## src/rtl/flow_hash_pkg.sv

```systemverilog
package flow_hash_pkg;

    typedef enum logic [2:0] {
        KIND_V4_ROUTE  = 3'd0,
        KIND_V4_NAPT   = 3'd1,
        KIND_V4_IN_V6  = 3'd2,
        KIND_V6_3TUPLE = 3'd3,
        KIND_V6_5TUPLE = 3'd4,
        KIND_V6_IN_V4  = 3'd5
    } flow_kind_e;

    localparam logic [23:0] PORT_PAD_HI = 24'hA5A5A5;

    function automatic logic kind_hashable(input logic [2:0] k);
        return (k == KIND_V4_ROUTE) || (k == KIND_V4_NAPT) ||
               (k == KIND_V6_3TUPLE) || (k == KIND_V6_5TUPLE);
    endfunction

endpackage

```

## src/rtl/flow_hash_words.sv

```systemverilog
module flow_hash_words
    import flow_hash_pkg::*;
(
    input  logic [2:0]   kind_i,
    input  logic [7:0]   proto_i,
    input  logic [31:0]  ports_i,
    input  logic [127:0] src_i,
    input  logic [127:0] dst_i,
    output logic [31:0]  w1_o,
    output logic [31:0]  w2_o,
    output logic [31:0]  w3_o,
    output logic         err_o
);
    localparam int NWORDS = 4;

    logic [31:0] src_w [NWORDS];
    logic [31:0] dst_w [NWORDS];
    logic [31:0] port_word;

    for (genvar k = 0; k < NWORDS; k++) begin : g_split
        assign src_w[k] = src_i[127-32*k -: 32];
        assign dst_w[k] = dst_i[127-32*k -: 32];
    end

    always_comb begin
        if (kind_i == KIND_V4_ROUTE || kind_i == KIND_V6_3TUPLE)
            port_word = {PORT_PAD_HI, proto_i};
        else
            port_word = ports_i;
    end

    always_comb begin
        w1_o  = '0;
        w2_o  = '0;
        w3_o  = '0;
        err_o = 1'b0;
        case (kind_i)
            KIND_V4_ROUTE, KIND_V4_NAPT: begin
                w1_o = port_word;
                w2_o = dst_w[3];
                w3_o = src_w[3];
            end
            KIND_V6_3TUPLE, KIND_V6_5TUPLE: begin
                w1_o = src_w[3] ^ dst_w[3] ^ port_word;
                w2_o = src_w[2] ^ dst_w[2] ^ dst_w[0];
                w3_o = src_w[1] ^ dst_w[1] ^ src_w[0];
            end
            default: err_o = 1'b1;
        endcase
    end
endmodule

```

## src/rtl/flow_hash_mix.sv

```systemverilog
module flow_hash_mix #(
    parameter int IDX_W = 14,
    parameter int SHIFT = 0
) (
    input  logic [31:0]      w1_i,
    input  logic [31:0]      w2_i,
    input  logic [31:0]      w3_i,
    input  logic             err_i,
    output logic [IDX_W-1:0] idx_o
);
    logic [31:0] sel_w, rot_w, mix_w, fold_w;

    always_comb begin
        sel_w  = (w1_i & w2_i) | (~w1_i & w3_i);
        rot_w  = {sel_w[23:0], sel_w[31:24]};
        mix_w  = rot_w ^ w1_i ^ w2_i ^ w3_i;
        fold_w = mix_w ^ (mix_w >> 16);
        if (err_i)
            idx_o = '1;
        else
            idx_o = IDX_W'(fold_w << SHIFT);
    end
endmodule

```

## src/rtl/flow_hash_gen.sv

```systemverilog
module flow_hash_gen #(
    parameter int ENTRIES = 16384,
    parameter int STRIDE  = 1,
    localparam int IDX_W  = $clog2(ENTRIES)
) (
    input  logic             clk,
    input  logic             rst_n,
    input  logic             in_valid,
    input  logic [2:0]       in_type,
    input  logic [7:0]       in_proto,
    input  logic [31:0]      in_ports,
    input  logic [127:0]     in_src,
    input  logic [127:0]     in_dst,
    output logic             out_valid,
    output logic [IDX_W-1:0] out_index
);
    localparam int SHIFT = $clog2(STRIDE);

    if ((ENTRIES & (ENTRIES - 1)) != 0 || (STRIDE & (STRIDE - 1)) != 0
        || IDX_W > 32) begin : g_bad_param
        $error("ENTRIES and STRIDE must be powers of two");
    end

    typedef struct packed {
        logic             vld;
        logic [IDX_W-1:0] idx;
    } out_st_t;

    out_st_t     st_d, st_q;
    logic [31:0] w1, w2, w3;
    logic        err;
    logic [IDX_W-1:0] idx_comb;

    flow_hash_words u_words (
        .kind_i (in_type),
        .proto_i(in_proto),
        .ports_i(in_ports),
        .src_i  (in_src),
        .dst_i  (in_dst),
        .w1_o   (w1),
        .w2_o   (w2),
        .w3_o   (w3),
        .err_o  (err)
    );

    flow_hash_mix #(.IDX_W(IDX_W), .SHIFT(SHIFT)) u_mix (
        .w1_i (w1),
        .w2_i (w2),
        .w3_i (w3),
        .err_i(err),
        .idx_o(idx_comb)
    );

    always_comb begin
        st_d     = st_q;
        st_d.vld = in_valid;
        if (in_valid)
            st_d.idx = idx_comb;
    end

    always_ff @(posedge clk or negedge rst_n) begin
        if (!rst_n) st_q <= '0;
        else        st_q <= st_d;
    end

    assign out_valid = st_q.vld;
    assign out_index = st_q.idx;
endmodule

```

## config.mk

```make
export PLATFORM = sky130hd
export DESIGN_NAME = flow_hash_gen
export DESIGN_NICKNAME = d
export VERILOG_FILES = /design/src/rtl/flow_hash_pkg.sv /design/src/rtl/flow_hash_words.sv /design/src/rtl/flow_hash_mix.sv /design/src/rtl/flow_hash_gen.sv
export SDC_FILE = /design/constraint.sdc
export NUM_CORES = 1
export LEC_CHECK = 0
export BUFFER_PORTS_ARGS = -buffer_cell sky130_fd_sc_hd__buf_4
export CORE_AREA = 5 5 118 120
export CTS_CLUSTER_SIZE = 25
export DETAILED_ROUTE_END_ITERATION = 12
export DIE_AREA = 0 0 123 125
export HOLD_SLACK_MARGIN = 0.02
export PLACE_DENSITY = 0.84
export SLEW_MARGIN = 10
export SYNTH_ARGS = -nofsm -noshare
export SYNTH_HDL_FRONTEND = slang
export SYNTH_SLANG_ARGS = --single-unit
```

## constraint.sdc

```tcl
create_clock -name clk -period 1.38 [get_ports clk]
set_input_delay 0.207 -clock clk [delete_from_list [all_inputs] [get_ports clk]]
set_output_delay 0.207 -clock clk [all_outputs]
set_load 0.01 [all_outputs]
```

# ---- Word-level counts from Yosys, hierarchy flattened
# Cells that the tools add are included.
dict set report word_totals {
  out_inout_bits 15
  reg_bits 15
  elab_cells 29
  inputBits 302
}
dict set report op_classes {
  n_eq_ne 3
  bitwise 14
  n_mux 5
  n_reduce_logical 5
}
# cell count
set ops {}
lappend ops {{$pmux W32 S2} 3}
lappend ops {{$xor A32 B32 Y32} 6}
lappend ops {{$xor A30 B30 Y30} 3}
lappend ops {{$and A32 B32 Y32} 2}
lappend ops {{$mux W32} 1}
lappend ops {{$not A32 Y32} 1}
lappend ops {{$or A32 B32 Y32} 1}
lappend ops {{$mux W14} 1}
lappend ops {{$xor A14 B14 Y14} 1}
lappend ops {{$reduce_or A2 Y1} 2}
lappend ops {{$reduce_or A4 Y1} 1}
lappend ops {{$eq A3 B1 Y1 const B} 1}
lappend ops {{$eq A3 B2 Y1 const B} 1}
lappend ops {{$eq A3 B3 Y1 const B} 1}
lappend ops {{$logic_not A3 Y1} 1}
lappend ops {{$logic_or A1 B1 Y1} 1}

# ---- Longest topological paths before layout
dict set report depth {
  word_depth 13
  depth_mapped 12
  mapped_depth_nobuf 8
}

# ---- Cells and area by module
# A second synthesis with hierarchy kept.
dict set report unflattened {
  cells_unflattened 632
  hier_area_um2 5188.7
}
# module instances area_each_um2 seq_area_each_um2 cells_each
set by_module_without_submodules {}
lappend by_module_without_submodules {flow_hash_words 1 3344.5 0.0 475}
lappend by_module_without_submodules {flow_hash_mix 1 1300.0 0.0 127}
lappend by_module_without_submodules {flow_hash_gen 1 544.3 375.4 30}

# ---- Worst setup path before layout
# Ideal clock, no wire load.
dict set report synth_path {
  path_type {input to register}
  startpoint {in in_type[0]}
  endpoint {reg st_q, in the netlist out_index[12]}
  path_buffers 3
  required_time_ps 1259
  arrival_ps 2236
  setup_time_ps 121
  cell_stages 9
  setup_slack_ps -978
  path_cell_list {buf_2 -> or3b_1 -> buf_4 -> buf_2 -> o221ai_1 -> mux2_2 -> o22ai_1 -> xnor3_1 -> o22a_1}
}
dict set report synth_via {
  elab_chain_cells 13
  elab_cells_between_ends 22
  cone_classes {eq/ne (3); mux (5); bitwise (9); reduce/logical (5)}
}
# item line_no
set synth_rtl {}
lappend synth_rtl {{start: declaration} flow_hash_gen.sv:9} ;# input logic [2:0] in_type,
lappend synth_rtl {{$eq A3 B2 Y1 or $logic_not A3 Y1 (tied branches)} {flow_hash_words.sv:26, flow_hash_words.sv:37}}
lappend synth_rtl {{$logic_or A1 B1 Y1} flow_hash_words.sv:26} ;# if (kind_i == KIND_V4_ROUTE || kind_i == KIND_V6_3TUPLE)
lappend synth_rtl {{$mux W32} flow_hash_words.sv:26}
lappend synth_rtl {{$xor A32 B32 Y32} flow_hash_words.sv:44} ;# w1_o = src_w[3] ^ dst_w[3] ^ port_word;
lappend synth_rtl {{$pmux W32 S2} flow_hash_words.sv:37} ;# case (kind_i)
lappend synth_rtl {{$not A32 Y32} flow_hash_mix.sv:14} ;# sel_w = (w1_i & w2_i) | (~w1_i & w3_i);
lappend synth_rtl {{$and A32 B32 Y32} flow_hash_mix.sv:14}
lappend synth_rtl {{$or A32 B32 Y32} flow_hash_mix.sv:14}
lappend synth_rtl {{$xor A30 B30 Y30 (3 in series)} flow_hash_mix.sv:16} ;# mix_w = rot_w ^ w1_i ^ w2_i ^ w3_i;
lappend synth_rtl {{$xor A14 B14 Y14} flow_hash_mix.sv:17} ;# fold_w = mix_w ^ (mix_w >> 16);
lappend synth_rtl {{$mux W14 *} flow_hash_mix.sv:18} ;# if (err_i)
lappend synth_rtl {{end signal: assignment} flow_hash_gen.sv:63} ;# else st_q <= st_d;
lappend synth_rtl {{end: declaration} flow_hash_gen.sv:29} ;# out_st_t st_d, st_q;
# Every way passes the cells marked *; elsewhere a longest branch is shown, timed or not.
# A chain may end at the register's enable or synchronous reset.

# ---- Worst setup path after layout
dict set report layout_path {
  startpoint {in in_type[0]}
  endpoint {reg st_q, in the netlist out_index[13]}
}
# Same word-level chain as after synthesis.

==> out/qor.yml <==
outcome: "complete, but fails checks"
violations: "setup timing"
dp_hpwl_mm: 21.4
finalNonFillerCells: 1391
htree_num_levels: 1
synth_enable_flop_cells: 0
drc: 0
grt_pass1_wl_mm: 42.7
ir_worst_vdd_mv: 0.578
die-width_um: 123
postRouteWirelength_mm: 31.2
grt-ovfl-total: 0
first_pass_iters: 7
drive_gt1_share_pct: 53.0
hold_path_class: "in2reg"
root_buffer: "clkbuf_16"
max_freq_mhz: 428
routabilityCongestion: 0.919
setup_viol: 14
worstPathArrival_ns: 2.48
synth_cell_types: 54
clk_path_buf_depth: 2
crit_chain: "buf_8 -> or3b_4 -> buf_12 -> buf_12 -> a21oi_4 -> nor3_2 -> a211oi_2 -> xor2_1 -> xnor3_1 -> xnor2_1 -> o22a_1"
drt_iter0_drc: 1136
die_h_um: 125
fin_ws_ns: -0.958
synth_ff_type: "dfrtp_1"
core_mm2: 0.0129
antenna_found_initial: 1
ys_ff_latch: 15
maxCapViolations: 0
finish.utilization_pct: 85.6
cp_common_cell: "buf_12"
start_kind: "input pin"
leakage_nw: 5.22
worstSkewPairLatency_ns: 0.25
crit_slowest_cell: "or3b_4"
power.total_mw: 6.90
finalCritPeriodShare_pct: 169
rows: 42
final_net_count: 1517
clkTransAtPathRegs_ns: 0.06
worst_pin_slew_ns: 0.772
fin_setup_tns_ns: -11.68
skew_ns: 0
track_usage_pct: 34.3
ys_seq_area_share_pct: 6.24
ioPinCount: 317
floorplan.initialDensity_pct: 46.7
syn_inst: 712
end_kind: "flip-flop"
grt_pass1_vias: 8380
cp_max_fo: 8
placed_cells: 1352
syn_nets: 1014
critPathBufInv: 3
period_needed_ns: 2.34
critical_path.top_delay_family: "XOR/XNOR gates"
cts_buffers: 3
async_flop_share_pct: 100
timing.final.max_slew_violations: 0
powerDensity_mw_per_mm2: 626
antenna_left: 0
yosysWarnings: 0
port_buffers: 316
path_class: "in2reg"
rsz0062_at_grt: "yes"
via_per_inst: 6.05
grt_max_degree: 23
via_count: 8418
post_drt_wl_per_cell_um: 22.4
clock_sinks: 15
cts_tree: "done"
die_area_mm2: 0.0154
avgSynthCellArea_um2: 8.44
area_growth_pct: 83.5
max_stage_delay_ns: 0.48
relSlewSlack_pct: 47.8
hold_viol: 0
critical_path_required_ns: 1.52
netlist_area_mm2: 0.00601
-- cell usage in the layout, fill, tap and decap left out, types with 5 or more instances in the layout --
master     count
a21oi_2       18
o21ai_0       21
mux2i_1       51
o211ai_1       9
o22a_1        18
a211oi_2       7
nor2b_1       12
nand2_1       42
xnor2_2        6
buf_12         8
buf_6         20
nor3_1         5
xor2_1        49
a21oi_1       12
xnor2_1      136
buf_8          7
nor2_1        31
xnor3_1       35
o21ai_2        7
a21o_1        14
o21ai_1       20
buf_4        503
a22oi_1        6
nand2b_1      10
xor3_1         5
a2bb2oi_2      8
a32oi_1        6
o221ai_4       5
o22ai_1       11
o2111ai_1     10
a21oi_4       12
nand3_1       16
dfrtp_1       15
a2bb2oi_1     10
-- per-stage QoR --
step	cell area [µm²]	setup WS [ns]	hold WS, ns
2_1_floorplan	6250	-0.845	-0.0886
3_3_place_gp	10100	-1.13	0.0855
3_5_place_dp	10100	-1.15	0.0848
4_1_cts	10800	-0.758	0.203
5_1_grt	11000	-0.983	0.203
6_report	11000	-0.958	0.206
-- cells in the mapped netlist, drive strengths merged (15+ instances only) --
cell type / n / area [µm²]
xnor2: 142 / 1240
mux2i: 53 / 531
dfrtp: 15 / 375
o22ai: 17 / 106
xor2: 49 / 429
o21ai: 48 / 240
a21oi: 42 / 218
nand3: 16 / 80.1
nor2: 34 / 128
nand2: 44 / 168
xnor3: 36 / 811
o22a: 19 / 166
a2bb2oi: 18 / 158
buf: 32 / 169
-- state kept, by name, indices dropped and copies added, names as in the netlist --
signal     count
out_index     14
out_valid      1
-- final timing paths --
path                               from            end  slack [ns]  cells after the start
setup / recovery             in_type[0]  out_index[13]       -0.96                     11
hold / removal                 in_valid      out_valid        0.21                      1
setup reg to reg           out_index[2]   out_index[2]        0.61                      1
hold reg to reg            out_index[1]   out_index[1]        0.51                      1
max in group asynchronous         rst_n   out_index[5]        0.81                      2
min in group asynchronous         rst_n   out_index[4]        0.36                      2
-- layer usage --
layer	vias up	track usage [%]	share of wire [%]
met3	229	7.68	12
met2	720	62.6	49
met4	0	11.7	7.1
met5	-	0	0
li1	3623	-	-
met1	3846	38.8	33
-- where the power goes --
part	leakage, nW	switching (mW)	internal, mW
Sequential	0.152	0.120	0.571
Clock	0.0409	0.225	0.389
Combinational	5.02	2.51	3.09
-- repair_timing --
| action | CTS | global route |
|---|---|---|
| hold endpoints to repair | 15 | 0 |
| hold buffers | 1 | 0 |
| gates cloned | 0 | 1 |
| pin swaps | 51 | 29 |
| setup buffers | 28 | 7 |
| setup endpoints to repair | 14 | 14 |
| resized for setup | 87 | 48 |
-- logic make-up after synthesis --
| family | share of synthesized area, % |
|---|---|
| buf+inv | 3.50 |
| xor+xnor | 43.3 |
| compound gates | 25.2 |
| mux | 10.3 |
| simple gates | 11.4 |
| flops | 6.24 |
-- area by class of cell --
cell class                      instances  area [µm²]
Antenna cell                            1        2.50
Clock buffer                            3        75.1
Inverter                                1        3.75
Timing Repair Buffer                  540        4300
Tap cell                              176         220
Multi-Input combinational cell        654        6040
Sequential cell                        15         375
Fill cell                             676        1850
Clock inverter                          1        5.00
No activity file was read; power rests on OpenSTA's default activity.
